--- config.mk ---
export PLATFORM = sky130hd
export DESIGN_NAME = tdet_top
export DESIGN_NICKNAME = d
export VERILOG_FILES = /design/src/rtl/tdet_pkg.sv /design/src/rtl/tdet_baseline.sv /design/src/rtl/tdet_turn_eval.sv /design/src/rtl/tdet_top.sv
export SDC_FILE = /design/constraint.sdc
export NUM_CORES = 1
export LEC_CHECK = 0
export ABC_AREA = 1
export BUFFER_PORTS_ARGS = -buffer_cell sky130_fd_sc_hd__clkbuf_2
export CAP_MARGIN = 20
export CELL_PAD_IN_SITES_DETAIL_PLACEMENT = 0
export CELL_PAD_IN_SITES_GLOBAL_PLACEMENT = 2
export CORE_ASPECT_RATIO = 1.2
export CORE_MARGIN = 2
export CORE_UTILIZATION = 35
export DETAILED_ROUTE_END_ITERATION = 16
export PLACE_DENSITY_LB_ADDON = 0.1
export SYNTH_ARGS = -nofsm -noshare
export SYNTH_HDL_FRONTEND = slang
export SYNTH_HIERARCHICAL = 1
export SYNTH_SLANG_ARGS = --single-unit
--- constraint.sdc ---
create_clock -name clk -period 3.81 [get_ports clk]
set_input_delay 0.762 -clock clk [delete_from_list [all_inputs] [get_ports clk]]
set_output_delay 0.762 -clock clk [all_outputs]
set_load 0.005 [all_outputs]
--- src/rtl/tdet_pkg.sv ---
package tdet_pkg;

    typedef enum logic [1:0] {
        MD_TURN = 2'd0,
        MD_GAP  = 2'd1,
        MD_WAIT = 2'd2
    } meas_mode_e;

    function automatic meas_mode_e decode_mode(input logic [1:0] raw);
        if (raw[1])
            return MD_WAIT;
        else if (raw[0])
            return MD_GAP;
        else
            return MD_TURN;
    endfunction

endpackage

--- src/rtl/tdet_baseline.sv ---
module tdet_baseline #(
    parameter int W        = 8,
    parameter int CAL_LOG2 = 5
) (
    input  logic         clk,
    input  logic         rst_n,
    input  logic         smp_valid,
    input  logic [W-1:0] smp_data,
    output logic         cal_done,
    output logic [W-1:0] baseline
);
    localparam int AW = W + CAL_LOG2;

    typedef struct packed {
        logic [AW-1:0]       acc;
        logic [CAL_LOG2-1:0] n;
        logic                done;
        logic [W-1:0]        base;
    } cal_regs_t;

    cal_regs_t q, d;
    logic [AW-1:0] acc_nx;

    always_comb begin
        d      = q;
        acc_nx = q.acc + AW'(smp_data);
        if (smp_valid && !q.done) begin
            d.acc = acc_nx;
            d.n   = q.n + 1'b1;
            if (q.n == '1) begin
                d.done = 1'b1;
                d.base = acc_nx[AW-1:CAL_LOG2];
            end
        end
    end

    always_ff @(posedge clk or negedge rst_n) begin
        if (!rst_n)
            q <= '0;
        else
            q <= d;
    end

    assign cal_done = q.done;
    assign baseline = q.base;

endmodule

--- src/rtl/tdet_turn_eval.sv ---
module tdet_turn_eval
    import tdet_pkg::*;
#(
    parameter int W      = 8,
    parameter int MARGIN = 3
) (
    input  meas_mode_e   mode,
    input  logic         seek_peak,
    input  logic [W-1:0] prev,
    input  logic [W-1:0] cur,
    input  logic [W-1:0] base,
    output logic         hit
);
    localparam logic [W-1:0] GUARD = W'(MARGIN);

    logic [W-1:0] upper, lower;

    always_comb begin
        upper = base + GUARD;
        lower = base - GUARD;
        unique case (mode)
            MD_TURN: hit = seek_peak ? ((prev > upper) && (cur <= prev))
                                     : ((prev < lower) && (cur >= prev));
            MD_GAP:  hit = (cur == '0);
            default: hit = 1'b0;
        endcase
    end

endmodule

--- src/rtl/tdet_top.sv ---
module tdet_top
    import tdet_pkg::*;
#(
    parameter int W        = 8,
    parameter int CW       = 16,
    parameter int MARGIN   = 3,
    parameter int CAL_LOG2 = 5,
    parameter bit LOG_EN   = 1'b1
) (
    input  logic          clk,
    input  logic          rst_n,
    input  logic          smp_valid,
    input  logic [W-1:0]  smp_data,
    input  logic          start,
    input  logic [1:0]    mode,
    input  logic [CW-1:0] limit,
    input  logic          abort,
    output logic          cal_done,
    output logic [W-1:0]  baseline,
    output logic          busy,
    output logic          done,
    output logic [CW-1:0] result,
    output logic          seek_peak,
    output logic          log_valid,
    output logic [W-1:0]  log_data
);
    typedef struct packed {
        logic          busy;
        meas_mode_e    mode;
        logic [CW-1:0] lim;
        logic [CW-1:0] cnt;
        logic          seek;
        logic [W-1:0]  prev;
        logic          done;
        logic [CW-1:0] res;
        logic          log_v;
        logic [W-1:0]  log_d;
    } run_regs_t;

    localparam run_regs_t RUN_RST = '{
        busy: 1'b0, mode: MD_TURN, lim: '0, cnt: '0, seek: 1'b0,
        prev: '1, done: 1'b0, res: '0, log_v: 1'b0, log_d: '0
    };

    run_regs_t q, d;
    logic          hit;
    logic [CW-1:0] cnt_inc;

    tdet_baseline #(.W(W), .CAL_LOG2(CAL_LOG2)) u_base (
        .clk       (clk),
        .rst_n     (rst_n),
        .smp_valid (smp_valid),
        .smp_data  (smp_data),
        .cal_done  (cal_done),
        .baseline  (baseline)
    );

    tdet_turn_eval #(.W(W), .MARGIN(MARGIN)) u_eval (
        .mode      (q.mode),
        .seek_peak (q.seek),
        .prev      (q.prev),
        .cur       (smp_data),
        .base      (baseline),
        .hit       (hit)
    );

    always_comb begin
        d       = q;
        d.done  = 1'b0;
        d.log_v = 1'b0;
        cnt_inc = q.cnt + 1'b1;
        if (!q.busy) begin
            if (start && cal_done) begin
                d.busy = 1'b1;
                d.cnt  = '0;
                d.mode = decode_mode(mode);
                d.lim  = limit;
            end
        end else if (abort) begin
            d.busy  = 1'b0;
            d.done  = 1'b1;
            d.res   = '0;
            d.log_v = 1'b1;
            d.log_d = '1;
        end else if (smp_valid) begin
            d.cnt   = cnt_inc;
            d.log_v = 1'b1;
            d.log_d = smp_data;
            if (hit) begin
                d.busy = 1'b0;
                d.done = 1'b1;
                d.res  = cnt_inc;
                if (q.mode == MD_TURN)
                    d.seek = !q.seek;
            end else begin
                d.prev = smp_data;
                if (cnt_inc >= q.lim) begin
                    d.busy = 1'b0;
                    d.done = 1'b1;
                    d.res  = '0;
                end
            end
        end
    end

    always_ff @(posedge clk or negedge rst_n) begin
        if (!rst_n)
            q <= RUN_RST;
        else
            q <= d;
    end

    assign busy      = q.busy;
    assign done      = q.done;
    assign result    = q.res;
    assign seek_peak = q.seek;

    generate
        if (LOG_EN) begin : g_log
            assign log_valid = q.log_v;
            assign log_data  = q.log_d;
        end else begin : g_nolog
            assign log_valid = 1'b0;
            assign log_data  = '0;
        end
    endgenerate

endmodule

Yosys cells after proc, flatten, opt, wreduce, memory -nomap -nowiden
Cells that the tools add are included.

storage, ports and cells
  word-level logic and storage cells = 69
  bits of input ports = 31
  output and inout bits = 37
  flip-flop bits (word level) = 97

operators by class
  eq/ne operators = 4
  reductions and logical operators = 18
  muxes and demuxes = 20
  magnitude comparators = 5
  bitwise operators = 3
  add/subtract/negate cells = 5

operators by type and width
  operator               number
  $mux 26                2
  $mux 51                1
  $mux 35                1
  $mux 17                2
  $mux 25                1
  $add 16x1->16 const B  1
  $ge 16x16->1           1
  $mux 16                1
  $add 13x8->13          1
  $mux 1                 9
  $add 8x2->8 const B    1
  $ge 8x8->1             1
  $gt 8x8->1             1
  $le 8x8->1             1
  $logic_not 8->1        1
  $lt 8x8->1             1
  $mux 8                 1
  $sub 8x2->8 const B    1
  $reduce_and 2->1       3
  $reduce_and 3->1       2
  $add 5x1->5 const B    1
  $eq 5x5->1 const B     1
  $reduce_and 5->1       1
  $logic_and 1x1->1      4
  other kinds (10)       15

Depth between registers and ports, before layout
  word-level depth = 9
  depth in mapped cells = 24
  gate-level depth less buffers = 22

Hierarchy
The synthesis kept the hierarchy.

by module, submodules not included
  module          area each (µm²)  seq. area each (µm²)  cells an instance  instances
  tdet_top        3623.5           1761.7                436                1
  tdet_baseline   1667.8           675.6                 221                1
  tdet_turn_eval  848.3            0.0                   126                1

Worst setup path after synthesis
Ideal clock, no wire load.

  path type = flip-flop to flip-flop
  from = register u_base.q, in the netlist u_base/baseline[0]
  to = register q, in the netlist result[10]
  setup slack = 783 ps
  period minus slack after synthesis = 3027 ps
  cell stages (with the launch flop) = 19
  required time = 3745 ps
  buffers on the path = 2
  arrival = 2962 ps
  cells stage by stage = dfrtp_1 > buf_4 > ha_1 > or3_4 > nor3_2 > xnor2_1 > ha_1 > nand2_1 > nor2_1 > nor2_1 > nand2_1 > a21oi_1 > a21oi_1 > a21oi_1 > inv_1 > nor4_4 > buf_2 > nand2_1 > nand2_1

between the ends
  longest elaborated chain between the ends = 8

ends and longest elaborated chain
  element                                     line                                        RTL
  from (decl)                                 tdet_baseline.sv:21                         cal_regs_t q, d;
  from (signal assigned)                      tdet_baseline.sv:39                         q <= '0;
  from (signal assigned)                      tdet_baseline.sv:41                         q <= d;
  $sub 8x2->8 or $add 8x2->8 (tied branches)  tdet_turn_eval.sv:20, tdet_turn_eval.sv:19
  $lt 8x8->1 or $gt 8x8->1 (tied branches)    tdet_turn_eval.sv:23, tdet_turn_eval.sv:22
  $logic_and 1x1->1 (on tied branches)        tdet_turn_eval.sv:23, tdet_turn_eval.sv:22
  $mux 1 *                                    tdet_turn_eval.sv:22                        MD_TURN: hit = seek_peak ? ((prev > upper) && (cur <= prev))
  $pmux 1 s2 *                                tdet_turn_eval.sv:21                        unique case (mode)
  via hit                                     tdet_top.sv:46                              logic hit;
  $mux 17                                     tdet_top.sv:89                              if (hit) begin
  $mux 51                                     tdet_top.sv:85                              end else if (smp_valid) begin
  $mux 26                                     tdet_top.sv:79                              end else if (abort) begin
  to (signal assigned)                        tdet_top.sv:108                             q <= RUN_RST;
  to (signal assigned)                        tdet_top.sv:110                             q <= d;
  to (decl)                                   tdet_top.sv:45                              run_regs_t q, d;

Mark *: on every way through the listed nets, which the timed path passes. The rest lies on a longest branch. The select of a mux whose other input is x is not followed.
A chain may end at the register's enable or synchronous reset.

Final worst setup path
  from = register u_base.q, in the netlist u_base/baseline[0]
  to = register q, in the netlist result[12]

The elaborated chain is that of the path after synthesis.

==> results.py <==
metrics = {
    "sta": {
        "worstMarginPinSlew_ns": 0.925,
        "holdWs_ns": 0.471,
        "finalCritPeriodShare": 0.838,
        "setup_tns_ns": 0,
        "slew-limit-headroom": 0.383,
        "drv_slew": 0,
        "fin_ws_ns": 0.615,
        "grt_setup_unrepaired": "no",
        "post-route-min-period_ns": 3.19,
        "hold_viol_final": 0,
        "max_freq_ghz": 0.313,
        "fin_skew_ns": 0.00820,
        "final-setup-viol-count": 0,
    },
    "pwr": {
        "p_leak_nw": 3.79,
        "irDropWorstVdd_mv": 0.223,
        "finalPower_mw": 3.30,
        "p_per_area_nw_per_um2": 486,
    },
    "worst_setup_path": {
        "crit_family": "simple AND/OR/NAND/NOR gates",
        "crit_type": "register to register",
        "worstSetupStartpointType": "register",
        "crit_buf_inv": 2,
        "worst_path_max_delay_cell": "dfrtp_1",
        "cp-end-kind": "register",
        "worstPathArrival_ns": 3.49,
        "cp_slowest_stage_delay_ns": 0.45,
        "crit_fanout": 16,
        "cp.required_ns": 4.11,
        "crit_path_cell_trace": "ha_1, or3_4, nor3_2, xnor2_1, ha_1, nand2_1, nor2_1, nor2_1, nand2_1, a21oi_1, a21oi_1, a21oi_1, inv_1, nor4_4, buf_4, nand3_1, nand2_1",
    },
    "clock_tree": {
        "clock_latency_ns": 0.36,
        "clk_pin_slew_ns": 0.07,
        "root_buffer": "clkbuf_16",
        "h-tree-depth": 3,
        "cts_resized": 0,
        "cts_tree": "done",
        "cts_buffers": 9,
        "post_cts_buffers": 0,
        "clock_path_buffers": 2,
        "clkSinkCount": 97,
        "postCtsHoldBufs": 0,
    },
    "logic_synthesis": {
        "synth_top_family_by_area": "simple AND/OR/NAND/NOR gates",
        "netlist_area_um2": 6140,
        "synth.area.mux_share": 0.00183,
        "yosys.area_share.adder": 0.109,
        "synth_cell_types": 42,
        "avgSynthCellArea_um2": 7.84,
        "synthArstFlopShare": 1.00,
        "synth-xor-area-share": 0.0371,
        "synth-compound-area-share": 0.0744,
        "synth_fp_nets": 867,
        "syn_inst": 783,
        "synthSimpleGateAreaFrac": 0.266,
        "ys_warn_count": 6,
        "ys_seq_area_frac": 0.397,
        "synth_edf_count": 0,
        "ys_ff_latch": 97,
        "ys.flop_type": "dfrtp_1",
    },
    "route": {
        "wl_met3_um": 453,
        "first_iter_violations": 186,
        "drcViolationCount": 0,
        "wl_per_cell_um": 14.4,
        "antenna_left": 0,
        "drt-total-wl_mm": 15.1,
        "vias": 4903,
        "maxUsedRoutingLayer": "met4",
        "vias_per_cell": 4.67,
        "wl_met1_mm": 6.56,
        "wl_met2_mm": 7.75,
        "drt_pass1_iterations": 4,
    },
    "die": {
        "start_util": 0.353,
        "ios": 68,
        "die_area_um2": 18600,
        "die_y_um": 149,
        "rows": 53,
        "coreArea_um2": 17400,
        "die_width_um": 125,
    },
    "cells_and_area": {
        "final_common_cell": "nand2_1",
        "antennaDiodeCount": 0,
        "drive_above_1_share": 0.154,
        "finalNetCount": 908,
        "final_cell_mix": "nand2_1, inv_1, dfrtp_1",
        "area_delta_synth_final_pct": 10.7,
        "final_cell_area_um2": 6790,
    },
    "outcome": {
        "status": "complete, no violations",
    },
    "placed_design": {
        "portBuffers": 67,
        "gp_congestion": 0.829,
        "dp_slack_ns": 0.567,
        "place_hpwl_mm": 11.6,
        "postPlaceCellArea_um2": 6500,
    },
    "global_routing": {
        "grt_pass1_vias": 4989,
        "antenna_found_initial": 0,
        "grt_usage": 0.172,
        "grt_pass1_wl_mm": 25.2,
        "grt_max_degree": 70,
        "grt-ovfl-total": 0,
    },
    "flow_run": {
        "cap_violations": 0,
    },
    "worst_hold_path": {
        "hold_path_class": "register to register",
    },
}
-- state kept, by name (all words and copies together), names as in the netlist --
| register | flops |
|---|---|
| u_base/cal_done | 1 |
| seek_peak | 1 |
| log_data | 8 |
| done | 1 |
| busy | 1 |
| q | 42 |
| u_base/baseline | 8 |
| u_base/q | 18 |
| log_valid | 1 |
| result | 16 |
-- final cells by class --
type                       count  area, um2
clock buffer                  10        229
sequential                    97       2440
inverter                     106        398
multi-input combinational    536       3000
fill                        1851      10600
tap                          220        275
timing repair buffer          74        390
clock inverter                 6       65.1
-- synth_stat cells (all sizes together) (4+ instances only) --
cell type,instances,share of area
nor2,56,0.036
dfstp,8,0.034
nand3b,4,0.0069
dfrtp,89,0.36
xnor2,8,0.011
nand2,247,0.15
nor3,7,0.011
inv,106,0.065
o22ai,6,0.0061
o21ai,26,0.022
nand3,37,0.033
buf,41,0.048
xor2,18,0.026
ha,52,0.11
a21oi,44,0.038
nor4,4,0.0075
nand4,12,0.012
-- power by group --
part / total, mW / internal [mW] / switching, mW
clock: 0.934 / 0.512 / 0.422
sequential: 1.39 / 1.25 / 0.141
combinational: 0.978 / 0.371 / 0.607
-- through the flow --
step | cells | utilization
final | 1049 | 0.391
after global routing | 1049 | 0.391
after CTS | 1049 | 0.391
after detailed placement | 1033 | 0.374
after global placement | 1033 | 0.374
after floorplan | 783 | -
-- layer usage --
| metal | up-vias | track usage |
|---|---|---|
| li1 | 2532 | - |
| met1 | 2261 | 0.202 |
| met2 | 90 | 0.316 |
| met3 | 20 | 0.0219 |
| met4 | 0 | 0.0694 |
| met5 | - | 0 |
-- kinds of logic (layout without fill, tap and decap cells) --
logic type | after synthesis | count (layout)
buffers and inverters | 150 | 196
muxes | 1 | 1
DFF | 97 | 97
adders and majority gates | 53 | 53
xor gates and xnor gates | 26 | 26
and+or+nand+nor | 373 | 373
AOI/OAI and AO/OA | 83 | 83
-- final timing paths --
check / startpoint / end / slack [ns] / cells after the start
worst min register to register: u_base/q[12] / u_base/q[12] / 0.47 / 1
worst max-delay path: u_base/baseline[0] / result[12] / 0.62 / 17
max in group asynchronous: rst_n / q[27] / 2.40 / 2
min in group asynchronous: rst_n / u_base/q[10] / 0.52 / 1
worst min-delay path: u_base/q[12] / u_base/q[12] / 0.47 / 1
worst max register to register: u_base/baseline[0] / result[12] / 0.62 / 17
No activity file was read; power rests on OpenSTA's default activity.
